## src/rtl/vsc_pkg.sv

```systemverilog
package vsc_pkg;

    // Format select encoding: bit 1 = 16-bit samples, bit 0 = stereo
    typedef enum logic [1:0] {
        FMT_8_MONO    = 2'b00,
        FMT_8_STEREO  = 2'b01,
        FMT_16_MONO   = 2'b10,
        FMT_16_STEREO = 2'b11
    } fmt_e;

    typedef enum logic [1:0] {
        ST_IDLE = 2'd0,
        ST_REQ  = 2'd1,
        ST_FILL = 2'd2
    } refill_st_e;

    // Frames per fetch burst: burst bytes divided by bytes per frame
    function automatic int unsigned burst_frames(input logic [1:0] fmt,
                                                 input int unsigned fetch_bytes);
        return fetch_bytes >> (int'(fmt[1]) + int'(fmt[0]));
    endfunction

endpackage

```

## src/rtl/vsc_frame_store.sv

```systemverilog
module vsc_frame_store #(
    parameter int FRAME_W = 32,
    parameter int DEPTH   = 64,
    localparam int IDX_W  = $clog2(DEPTH)
) (
    input  logic               clk,
    input  logic               we_i,
    input  logic [IDX_W-1:0]   waddr_i,
    input  logic [FRAME_W-1:0] wdata_i,
    input  logic [IDX_W-1:0]   raddr_i,
    output logic [FRAME_W-1:0] rdata_o
);

    // One slot per frame in every format; 8-bit frames use the low half
    logic [FRAME_W-1:0] slots [DEPTH];

    always_ff @(posedge clk) begin
        if (we_i) begin
            slots[waddr_i] <= wdata_i;
        end
    end

    assign rdata_o = slots[raddr_i];

endmodule

```

## src/rtl/vsc_pointers.sv

```systemverilog
module vsc_pointers #(
    parameter int ADDR_W = 24,
    parameter int DEPTH  = 64,
    localparam int IDX_W = $clog2(DEPTH),
    localparam int CNT_W = IDX_W + 1
) (
    input  logic              clk,
    input  logic              rst,
    input  logic              consume_i,
    input  logic              fill_we_i,
    input  logic [ADDR_W-1:0] loop_start_i,
    input  logic [ADDR_W-1:0] loop_end_i,
    output logic [IDX_W-1:0]  rd_ptr_o,
    output logic [ADDR_W-1:0] cur_addr_o,
    output logic [CNT_W-1:0]  inv_cnt_o,
    output logic [CNT_W-1:0]  inv_nxt_o,
    output logic              consume_ok_o,
    output logic              loop_hit_o
);

    localparam logic [CNT_W-1:0] FULL_EMPTY = CNT_W'(DEPTH);

    logic [IDX_W-1:0]  rd_ptr_q;
    logic [ADDR_W-1:0] cur_addr_q;
    logic [CNT_W-1:0]  inv_q;

    // A consume is only taken when the read slot holds data
    assign consume_ok_o = consume_i && (inv_q != FULL_EMPTY);
    assign loop_hit_o   = consume_ok_o && ((cur_addr_q + ADDR_W'(1)) == loop_end_i);

    always_comb begin
        inv_nxt_o = inv_q;
        if (consume_ok_o && !fill_we_i) begin
            inv_nxt_o = inv_q + CNT_W'(1);
        end else if (!consume_ok_o && fill_we_i) begin
            inv_nxt_o = inv_q - CNT_W'(1);
        end
    end

    always_ff @(posedge clk) begin
        if (rst) begin
            rd_ptr_q   <= '0;
            cur_addr_q <= '0;
            inv_q      <= FULL_EMPTY;
        end else begin
            inv_q <= inv_nxt_o;
            if (consume_ok_o) begin
                rd_ptr_q <= rd_ptr_q + IDX_W'(1);
                if (loop_hit_o) begin
                    cur_addr_q <= loop_start_i;
                end else begin
                    cur_addr_q <= cur_addr_q + ADDR_W'(1);
                end
            end
        end
    end

    assign rd_ptr_o   = rd_ptr_q;
    assign cur_addr_o = cur_addr_q;
    assign inv_cnt_o  = inv_q;

    // the empty count stays within the ring size
    p_inv_bound_r10: assert property (@(posedge clk) disable iff (rst)
        inv_q <= FULL_EMPTY);

    // simultaneous consume and fill cancel out
    p_consume_fill_r10: assert property (@(posedge clk) disable iff (rst)
        consume_ok_o && fill_we_i |=> $stable(inv_q));

    // consume on an empty ring moves nothing
    p_empty_ignore_r2: assert property (@(posedge clk) disable iff (rst)
        consume_i && (inv_q == FULL_EMPTY) && !fill_we_i
        |=> $stable(rd_ptr_q) && $stable(cur_addr_q) && $stable(inv_q));

    // reaching the loop end reloads the loop start
    p_reload_r7: assert property (@(posedge clk) disable iff (rst)
        loop_hit_o |=> cur_addr_q == $past(loop_start_i));

endmodule

```

## src/rtl/vsc_refill_fsm.sv

```systemverilog
module vsc_refill_fsm #(
    parameter int DEPTH  = 64,
    localparam int IDX_W = $clog2(DEPTH),
    localparam int CNT_W = IDX_W + 1
) (
    input  logic             clk,
    input  logic             rst,
    input  logic [CNT_W-1:0] thr_i,
    input  logic [CNT_W-1:0] unreq_i,
    input  logic [CNT_W-1:0] redir_i,
    input  logic [IDX_W-1:0] rd_ptr_i,
    input  logic             gnt_i,
    input  logic             fill_valid_i,
    output logic             req_o,
    output logic             grant_o,
    output logic [CNT_W-1:0] len_o,
    output logic [CNT_W-1:0] pend_o,
    output logic [CNT_W-1:0] pend_nxt_o,
    output logic             we_o,
    output logic [IDX_W-1:0] waddr_o
);
    import vsc_pkg::*;

    refill_st_e       st_q, st_d;
    logic [CNT_W-1:0] pend_q;
    logic [IDX_W-1:0] wp_q;

    // State register
    always_ff @(posedge clk) begin
        if (rst) begin
            st_q <= ST_IDLE;
        end else begin
            st_q <= st_d;
        end
    end

    // Transitions
    always_comb begin
        st_d = st_q;
        unique case (st_q)
            ST_IDLE: if (unreq_i >= thr_i) st_d = ST_REQ;
            ST_REQ:  if (gnt_i) st_d = ST_FILL;
            ST_FILL: if (fill_valid_i && (pend_q == CNT_W'(1))) st_d = ST_IDLE;
            default: st_d = ST_IDLE;
        endcase
    end

    // Outputs
    always_comb begin
        req_o   = (st_q == ST_REQ);
        grant_o = (st_q == ST_REQ) && gnt_i;
        we_o    = (st_q == ST_FILL) && fill_valid_i;
        if ((redir_i != '0) && (redir_i < thr_i)) begin
            len_o = redir_i;
        end else begin
            len_o = thr_i;
        end
        if (grant_o) begin
            pend_nxt_o = len_o;
        end else if (we_o) begin
            pend_nxt_o = pend_q - CNT_W'(1);
        end else begin
            pend_nxt_o = pend_q;
        end
    end

    // Burst bookkeeping: owed frames and next destination slot
    always_ff @(posedge clk) begin
        if (rst) begin
            pend_q <= '0;
            wp_q   <= '0;
        end else begin
            pend_q <= pend_nxt_o;
            if (grant_o) begin
                wp_q <= rd_ptr_i - unreq_i[IDX_W-1:0];
            end else if (we_o) begin
                wp_q <= wp_q + IDX_W'(1);
            end
        end
    end

    assign pend_o  = pend_q;
    assign waddr_o = wp_q;

    // a request is held until the engine grants it
    p_req_hold_r6: assert property (@(posedge clk) disable iff (rst)
        req_o && !gnt_i |=> req_o);

    // requests only with room for a whole burst, nonzero length
    p_req_room_r3: assert property (@(posedge clk) disable iff (rst)
        req_o |-> (unreq_i >= thr_i) && (len_o != '0) && (len_o <= thr_i));

    // writes only happen while frames are owed
    p_fill_owed_r5: assert property (@(posedge clk) disable iff (rst)
        we_o |-> pend_q != '0);

endmodule

```

## src/rtl/vsc_loop_tracker.sv

```systemverilog
module vsc_loop_tracker #(
    parameter int ADDR_W = 24,
    parameter int DEPTH  = 64,
    localparam int IDX_W = $clog2(DEPTH),
    localparam int CNT_W = IDX_W + 1
) (
    input  logic              clk,
    input  logic              rst,
    input  logic              loop_hit_i,
    input  logic [ADDR_W-1:0] loop_end_i,
    input  logic [ADDR_W-1:0] cur_addr_i,
    input  logic [CNT_W-1:0]  unreq_i,
    input  logic [CNT_W-1:0]  unreq_nxt_i,
    input  logic              grant_i,
    input  logic [CNT_W-1:0]  len_i,
    output logic [CNT_W-1:0]  redir_o,
    output logic [ADDR_W-1:0] fetch_addr_o,
    output logic              loop_flag_o
);

    logic [ADDR_W-1:0] cla_q;
    logic [CNT_W-1:0]  redir_q;
    logic              flag_q;

    always_ff @(posedge clk) begin
        if (rst) begin
            cla_q   <= '0;
            redir_q <= '0;
            flag_q  <= 1'b0;
        end else begin
            flag_q <= loop_hit_i;
            if (loop_hit_i) begin
                cla_q   <= loop_end_i;
                redir_q <= unreq_nxt_i;
            end else if (grant_i && (redir_q != '0)) begin
                redir_q <= redir_q - len_i;
            end
        end
    end

    // Redirected frames come from just before the latched loop end
    assign fetch_addr_o = (redir_q != '0) ? (cla_q - ADDR_W'(redir_q))
                                          : (cur_addr_i - ADDR_W'(unreq_i));
    assign redir_o      = redir_q;
    assign loop_flag_o  = flag_q;

    // the loop flag follows a crossing by one cycle
    p_flag_pulse_r7: assert property (@(posedge clk) disable iff (rst)
        loop_hit_i |=> loop_flag_o);

    // a redirected grant never asks beyond the redirect count
    p_redir_len_r8: assert property (@(posedge clk) disable iff (rst)
        grant_i && (redir_q != '0) |-> len_i <= redir_q);

    // the redirect count never exceeds the ring size
    p_redir_bound_r8: assert property (@(posedge clk) disable iff (rst)
        redir_q <= CNT_W'(DEPTH));

endmodule

```

## src/rtl/vsc_cache_ctrl.sv

```systemverilog
module vsc_cache_ctrl #(
    parameter int ADDR_W      = 24,
    parameter int FRAME_W     = 32,
    parameter int DEPTH       = 64,
    parameter int FETCH_BYTES = 32,
    localparam int IDX_W      = $clog2(DEPTH),
    localparam int CNT_W      = IDX_W + 1
) (
    input  logic               clk,
    input  logic               rst,
    input  logic [1:0]         fmt_i,
    input  logic [ADDR_W-1:0]  loop_start_i,
    input  logic [ADDR_W-1:0]  loop_end_i,
    input  logic               consume_i,
    output logic [FRAME_W-1:0] frame_o,
    output logic               frame_ok_o,
    output logic [ADDR_W-1:0]  cur_addr_o,
    output logic [CNT_W-1:0]   inv_cnt_o,
    output logic               loop_flag_o,
    output logic               fetch_req_o,
    output logic [ADDR_W-1:0]  fetch_addr_o,
    output logic [CNT_W-1:0]   fetch_len_o,
    input  logic               fetch_gnt_i,
    input  logic               fill_valid_i,
    input  logic [FRAME_W-1:0] fill_data_i
);
    import vsc_pkg::*;

    logic [CNT_W-1:0]  thr;
    logic [IDX_W-1:0]  rd_ptr;
    logic [ADDR_W-1:0] cur_addr;
    logic [CNT_W-1:0]  inv_cnt, inv_nxt;
    logic [CNT_W-1:0]  pend, pend_nxt;
    logic [CNT_W-1:0]  unreq, unreq_nxt;
    logic [CNT_W-1:0]  redir, len;
    logic              consume_ok, loop_hit;
    logic              grant, fill_we;
    logic [IDX_W-1:0]  waddr;

    assign thr       = CNT_W'(burst_frames(fmt_i, FETCH_BYTES));
    assign unreq     = inv_cnt - pend;
    assign unreq_nxt = inv_nxt - pend_nxt;

    vsc_pointers #(.ADDR_W(ADDR_W), .DEPTH(DEPTH)) u_ptrs (
        .clk          (clk),
        .rst          (rst),
        .consume_i    (consume_i),
        .fill_we_i    (fill_we),
        .loop_start_i (loop_start_i),
        .loop_end_i   (loop_end_i),
        .rd_ptr_o     (rd_ptr),
        .cur_addr_o   (cur_addr),
        .inv_cnt_o    (inv_cnt),
        .inv_nxt_o    (inv_nxt),
        .consume_ok_o (consume_ok),
        .loop_hit_o   (loop_hit)
    );

    vsc_refill_fsm #(.DEPTH(DEPTH)) u_fsm (
        .clk          (clk),
        .rst          (rst),
        .thr_i        (thr),
        .unreq_i      (unreq),
        .redir_i      (redir),
        .rd_ptr_i     (rd_ptr),
        .gnt_i        (fetch_gnt_i),
        .fill_valid_i (fill_valid_i),
        .req_o        (fetch_req_o),
        .grant_o      (grant),
        .len_o        (len),
        .pend_o       (pend),
        .pend_nxt_o   (pend_nxt),
        .we_o         (fill_we),
        .waddr_o      (waddr)
    );

    vsc_loop_tracker #(.ADDR_W(ADDR_W), .DEPTH(DEPTH)) u_loop (
        .clk          (clk),
        .rst          (rst),
        .loop_hit_i   (loop_hit),
        .loop_end_i   (loop_end_i),
        .cur_addr_i   (cur_addr),
        .unreq_i      (unreq),
        .unreq_nxt_i  (unreq_nxt),
        .grant_i      (grant),
        .len_i        (len),
        .redir_o      (redir),
        .fetch_addr_o (fetch_addr_o),
        .loop_flag_o  (loop_flag_o)
    );

    vsc_frame_store #(.FRAME_W(FRAME_W), .DEPTH(DEPTH)) u_store (
        .clk     (clk),
        .we_i    (fill_we),
        .waddr_i (waddr),
        .wdata_i (fill_data_i),
        .raddr_i (rd_ptr),
        .rdata_o (frame_o)
    );

    assign frame_ok_o  = (inv_cnt != CNT_W'(DEPTH));
    assign cur_addr_o  = cur_addr;
    assign inv_cnt_o   = inv_cnt;
    assign fetch_len_o = len;

    // a consume is only accepted when the output frame is valid
    p_consume_valid_r9: assert property (@(posedge clk) disable iff (rst)
        consume_ok |-> frame_ok_o);

    // owed frames never exceed the empty slots
    p_owed_fit_r5: assert property (@(posedge clk) disable iff (rst)
        pend <= inv_cnt);

endmodule

```

## config.mk

```make
export PLATFORM = sky130hd
export DESIGN_NAME = vsc_cache_ctrl
export DESIGN_NICKNAME = d
export VERILOG_FILES = /design/src/rtl/vsc_pkg.sv /design/src/rtl/vsc_frame_store.sv /design/src/rtl/vsc_pointers.sv /design/src/rtl/vsc_refill_fsm.sv /design/src/rtl/vsc_loop_tracker.sv /design/src/rtl/vsc_cache_ctrl.sv
export SDC_FILE = /design/constraint.sdc
export NUM_CORES = 2
export LEC_CHECK = 0
export CAP_MARGIN = 20
export CORE_MARGIN = 5
export CORE_UTILIZATION = 48
export DETAILED_ROUTE_END_ITERATION = 6
export DONT_BUFFER_PORTS = 1
export PLACE_DENSITY = 0.6
export SLEW_MARGIN = 30
export SYNTH_ARGS = -nofsm -noshare
export SYNTH_HDL_FRONTEND = slang
export SYNTH_SLANG_ARGS = --single-unit
export TNS_END_PERCENT = 20
```

## constraint.sdc

```tcl
create_clock -name clk -period 8.06 [get_ports clk]
set_input_delay 1.612 -clock clk [delete_from_list [all_inputs] [get_ports clk]]
set_output_delay 1.612 -clock clk [all_outputs]
set_load 0.05 [all_outputs]
```

# --- Word level (Yosys, flattened, before mapping) ---
# Memories as Yosys holds them, arrays and structs flattened. A register that Yosys moved wholly into a read port is not among the register bits.
# Index checks and enable logic that the tools add are counted.
op_classes:
  addsub: 13
  n_lt_le_gt_ge: 2
  n_eq_ne: 8
  shifts: 1
  n_mux: 19
  reduce_logical: 16
ops:
  columns: ["operator", "count"]
  rows:
  - ["2-to-1 mux 7 bit", 7]
  - ["2-to-1 mux 24 bit", 2]
  - ["subtractor 24 x 7 -> 24 bit", 2]
  - ["adder 24 x 1 -> 24 bit, second input constant", 1]
  - ["equality test 24 bit", 1]
  - ["2-to-1 mux 6 bit", 4]
  - ["subtractor 7 bit", 3]
  - ["subtractor 7 x 1 -> 7 bit, second input constant", 2]
  - ["adder 6 x 1 -> 6 bit, second input constant", 2]
  - ["logical AND 1 bit", 9]
  - ["adder 7 x 1 -> 7 bit, second input constant", 1]
  - ["equality test 7 x 1 -> 1 bit, second input constant", 1]
  - ["greater-or-equal comparator 7 bit", 1]
  - ["< comparator 7 bit", 1]
  - ["!= test 7 bit, second input constant", 1]
  - ["nonzero test 7 bit", 1]
  - [">> shifter 6 x 2 -> 7 bit, first input constant", 1]
  - ["2-to-1 mux 2 bit", 3]
  - ["!= test 2 x 1 -> 1 bit, second input constant", 3]
  - ["one-hot mux 2 bit (3 select lines)", 1]
  - ["subtractor 6 bit", 1]
  - ["nonzero test 2 bit", 2]
  - ["AND reduction 3 bit", 1]
  - ["adder 1 x 1 -> 2 bit", 1]
  - ["other kinds (5)", 7]
totals:
  register_bits: 84
  ram_bits: 2048
  out_inout_bits: 97
  elab_cells: 69
  n_memories: 1
mem_list:
  columns: ["name", "depth", "word_bits", "read_ports", "rd_ports_with_merged_regs", "write_ports", "line_no", "rtl"]
  rows:
  - ["u_store.slots", 64, 32, 1, 1, 1, "vsc_frame_store.sv:15", "logic [FRAME_W-1:0] slots [DEPTH];"]

# --- Logic depth before layout (Yosys ltp) ---
depth:
  word_depth: 8
  depth_mapped: 19

# --- By module ---
# From an unflattened synthesis, not the netlist that was laid out.
hier_totals:
  cells_unflattened: 4348
  area_unflattened_um2: 85946.2
modules_own_cells:
  columns: ["mod", "n_inst", "cells_per_inst", "area_per_inst_um2"]
  rows:
  - ["vsc_frame_store", 1, 3292, 77874.7]
  - ["vsc_loop_tracker", 1, 375, 2966.6]
  - ["vsc_pointers", 1, 405, 2936.6]
  - ["vsc_refill_fsm", 1, 190, 1540.2]
  - ["vsc_cache_ctrl", 1, 86, 628.1]

# --- Least setup slack after synthesis ---
# OpenSTA, ideal clock, no wires.
synth_timing:
  path_kind: "reg-to-output"
  from: "reg u_ptrs.inv_q[1], in the netlist u_ptrs.inv_cnt_o[1]"
  to: "out fetch_addr_o[18]"
  t_arrival_ps: 4575
  t_required_ps: 6448
  setup_slack_ps: 1873
  path_stages_with_launch: 15
  path_buffers: 0
  path_cell_list: "dfxtp_1 ha_1 a21o_1 a21o_1 a21o_1 a21oi_1 xnor2_1 inv_1 ha_1 a31o_2 or2_2 maj3_1 or4_1 xor2_1 a21oi_1"
synth_between:
  elab_chain_len: 3
synth_rtl:
  columns: ["item", "line_no", "rtl"]
  rows:
  - ["start, declared", "vsc_pointers.sv:25", "logic [CNT_W-1:0] inv_q;"]
  - ["start signal, assigned", "vsc_pointers.sv:46", "inv_q <= inv_nxt_o;"]
  - ["subtractor 7 bit", "vsc_cache_ctrl.sv:41", "assign unreq = inv_cnt - pend;"]
  - ["subtractor 24 x 7 -> 24 bit", "vsc_loop_tracker.sv:43", ": (cur_addr_i - ADDR_W'(unreq_i));"]
  - ["2-to-1 mux 24 bit", "vsc_loop_tracker.sv:42", "assign fetch_addr_o = (redir_q != '0) ? (cla_q - ADDR_W'(redir_q))"]
  - ["end, declared", "vsc_cache_ctrl.sv:21", "output logic [ADDR_W-1:0] fetch_addr_o,"]
# Every way passes these cells.

# --- Worst setup path after layout ---
# Ends and elaborated chain as after synthesis.

==> metrics.txt <==
outcome=finished clean; RR Endpoint=u_loop.redir_o[6]; Overall Power=27.9 mW; startpoint types=register; clock tree buffer depth=3; Fin Clk Skew=45.5 ps; PD cells=291 nW/um^2; Comb pwr share=0.203; worst slew pin tran=1030 ps; switching power=~7.6 mW; initial DRC count=roughly 4700; total gr overflow=0; simple-gate portion of the synthesized area=0.0261; EDFF count, synth=2048; Slew Limit Fails=0; syn_nets=4120; antenna violations before repair=11; Total Wirelength=213 mm; Power Internal=20.3 mW; largest cells by area after synthesis=edfxtp_1 (72%), mux4_2 (18%), dfxtp_1 (2.1%); share of cells above drive strength 1=0.281; number of I/O pins=184; Syn Inst Count=approximately 4000; Pre-antenna DRT Iters=5; Slew HR=0.313; pin count of the biggest net entering global routing=119; post-synthesis average cell area=21.4 sq um; hpwl dp=121 mm; CTS resizes=0; Clock Sinks=~2100; clock-pin slew on the worst setup and hold paths=about 60 ps; post-DR vias/cell=6.21; clock latency on the worst-skew pair=850 ps; sequential share of power=0.445; Final Hold Viols=0; Fin Setup TNS=0 ps; Die Wd=431 microns; Async S/R FF share, synth=0; XOR/XNOR share of the synthesized area=0.0116; unrepaired setup endpoints after global routing=false; fin crit share=0.876; largest family of logic cells by synthesized area=multiplexers; vias in the first global route=41387; Post-DP Area=89000 sq um; CP dominant cell by count=a21o_1; routed vias=41152; MaxCap Viol Count=0; # nets final=4241; WP depth=15; crit path kind=register to output port; Slowest cell on crit path=dfxtp_1; critical-path cell list=ha_1, a21o_1, a21o_1, a21o_1, a21oi_1, xnor2_1, inv_1, ha_1, a31o_2, or2_2, maj3_1, or4_1, xor2_1, a21oi_1, buf_4; Main synth FF type=edfxtp_1; wire length per cell after detailed routing=32.1 microns; first-pass GRT wire length=307 mm; Synth Area in Compound Gates=0.0171; Die ar.=approximately 190000 sq um; top post-synthesis cells by count=edfxtp_1 (2048), mux4_2 (665), nor2_1 (141), clkbuf_1 (135), nand2_1 (132); row cnt=154; Hold Crit Start=u_loop.cla_q[2]; core area=roughly 180000 sq um; crit path to=fetch_addr_o[18]; Lkg Pwr=28.9 nW; Yosys top cell area share=0.722; port bufs=0; total of warnings raised by yosys=0; initial core utilization=0.483; sequential share of the synthesized area=0.743; Non-Filler Instances=6628; worst hold slack=458 ps; Post-CTS Setup Bufs=0; reg-to-reg slack, setup=approximately 2800 ps; sw frac=0.271; Hold Path Class=register to register; most frequent cell after synthesis=edfxtp_1; crit-path max FO=9; slowest stage delay, CP=880 ps; pre-CTS WS=~1600 ps; Root Buffer=clkbuf_16; Worst EP required=6450 ps; CTS Buf Count=215; Cell variety after synth=71; CTS H-tree depth=4; area delta synth->final=12.7%; worst vdd ir=0.000241 V; Critical Path AT=5450 ps; post-route cell area=96000 sq um; leading area contributor after synthesis=edfxtp_1; CP Capture Type=output port; Yosys reg bits=2138; Critical Path Source=u_ptrs.inv_cnt_o[1]; R2R depth=15; critical path's top delay family=adder cells; Post-Synth Adder-Cell Area=0.00872; fill count=13312; TritonCTS clock tree=done; Mapped Area=85200 sq um; worst path bufs/invs=2; Hold Buf Count CTS=0; post-route worst setup slack=999 ps; Chip Height=431 microns; routability cong.=0.814; post-route ant nets=0; overall global routing resource usage=0.230; Setup violations, final=0; placed insts=6220; crit path time final=7060 ps; Peak Freq=between 100 and 150 MHz; worst reg2reg startpoint=u_ptrs.inv_cnt_o[2]; final core occ=0.545; DR DRC count=0; multiplexer share of the synthesized area=0.180; clock group share of total power=0.352
how the worst min path moves through the flow:
stage / to / slack, ps / cells past startpoint
2_1_floorplan: u_loop.cla_q[0] / 440 / 2
3_3_place_gp: u_loop.cla_q[0] / 440 / 2
3_5_place_dp: u_loop.cla_q[2] / 450 / 2
4_1_cts: u_loop.cla_q[2] / 460 / 2
5_1_grt: u_loop.cla_q[2] / 480 / 2
6_report: u_loop.cla_q[2] / 460 / 2
tightest hold or removal path, stage by stage, from the launching register on:
cell,delay (ps)
dfxtp_1,310
nand2_1,50
a21oi_1,50
area by class of cell:
class | count | area, sq um | share of cell area
multi-input cells | 1559 | 21400 | 0.222
flip-flops and latches | 2138 | 63300 | 0.659
clock inverters | 137 | 1360 | 0.0141
well taps | 2340 | 2930 | 0.0305
inverters | 57 | 214 | 0.00223
diodes | 2 | 5.00 | 0.0000521
repair buffers | 129 | 1250 | 0.0131
clock buffers | 266 | 5610 | 0.0585
routing by layer:
layer  track usage  share of wire
met1         0.333           0.42
met2         0.371           0.49
met3        0.0403          0.070
met4        0.0525          0.020
met5             0              0
placed cells by master, fill, tap and decap left out, types with 18 or more instances in the layout:
master and instances:
nand4_1 18, clkbuf_16 217, dfxtp_1 84, inv_1 57, nor2_4 63, mux4_2 665
nand3_1 34, a211oi_1 19, o21ai_0 20, clkinv_2 37, ha_1 49, mux2i_1 28
buf_4 108, xnor2_1 74, bufinv_16 20, nor2_1 77, clkbuf_1 49, a21o_1 19
edfxtp_1 2048, nor3_1 28, xor2_1 39, clkinv_1 58, a21oi_1 63, nand2_1 132
power by group through the flow:
stage                     clock (mW)  sequential, mW  combinational, mW
after floorplan                    0            12.5               4.38
after global placement             0            12.6               5.71
after detailed placement           0            12.7               5.74
after CTS                       10.0            12.4               5.75
after global routing            10.5            12.4               6.04
final                           9.82            12.4               5.67
cell families (layout without fill, tap and decap cells):
family,Yosys count,count (layout)
XOR/XNOR,113,113
AO/OA/AOI/OAI,218,218
buffers and inverters,282,589
other,2,4
multiplexers,703,703
flip-flops,2138,2138
AND/OR/NAND/NOR,466,466
adder cells (fa/ha/maj),57,57
sequential cells by signal, summed over array words and instances, names as in the netlist, named ones only:
signal,count
u_fsm.st_q,2
u_store.slots,2048
u_fsm.waddr_o,6
u_ptrs.cur_addr_o,24
u_fsm.pend_o,7
u_ptrs.inv_cnt_o,7
u_ptrs.rd_ptr_o,6
u_loop.loop_flag_o,1
u_loop.redir_o,7
u_loop.cla_q,24
Power figures use the tool's default switching activity.
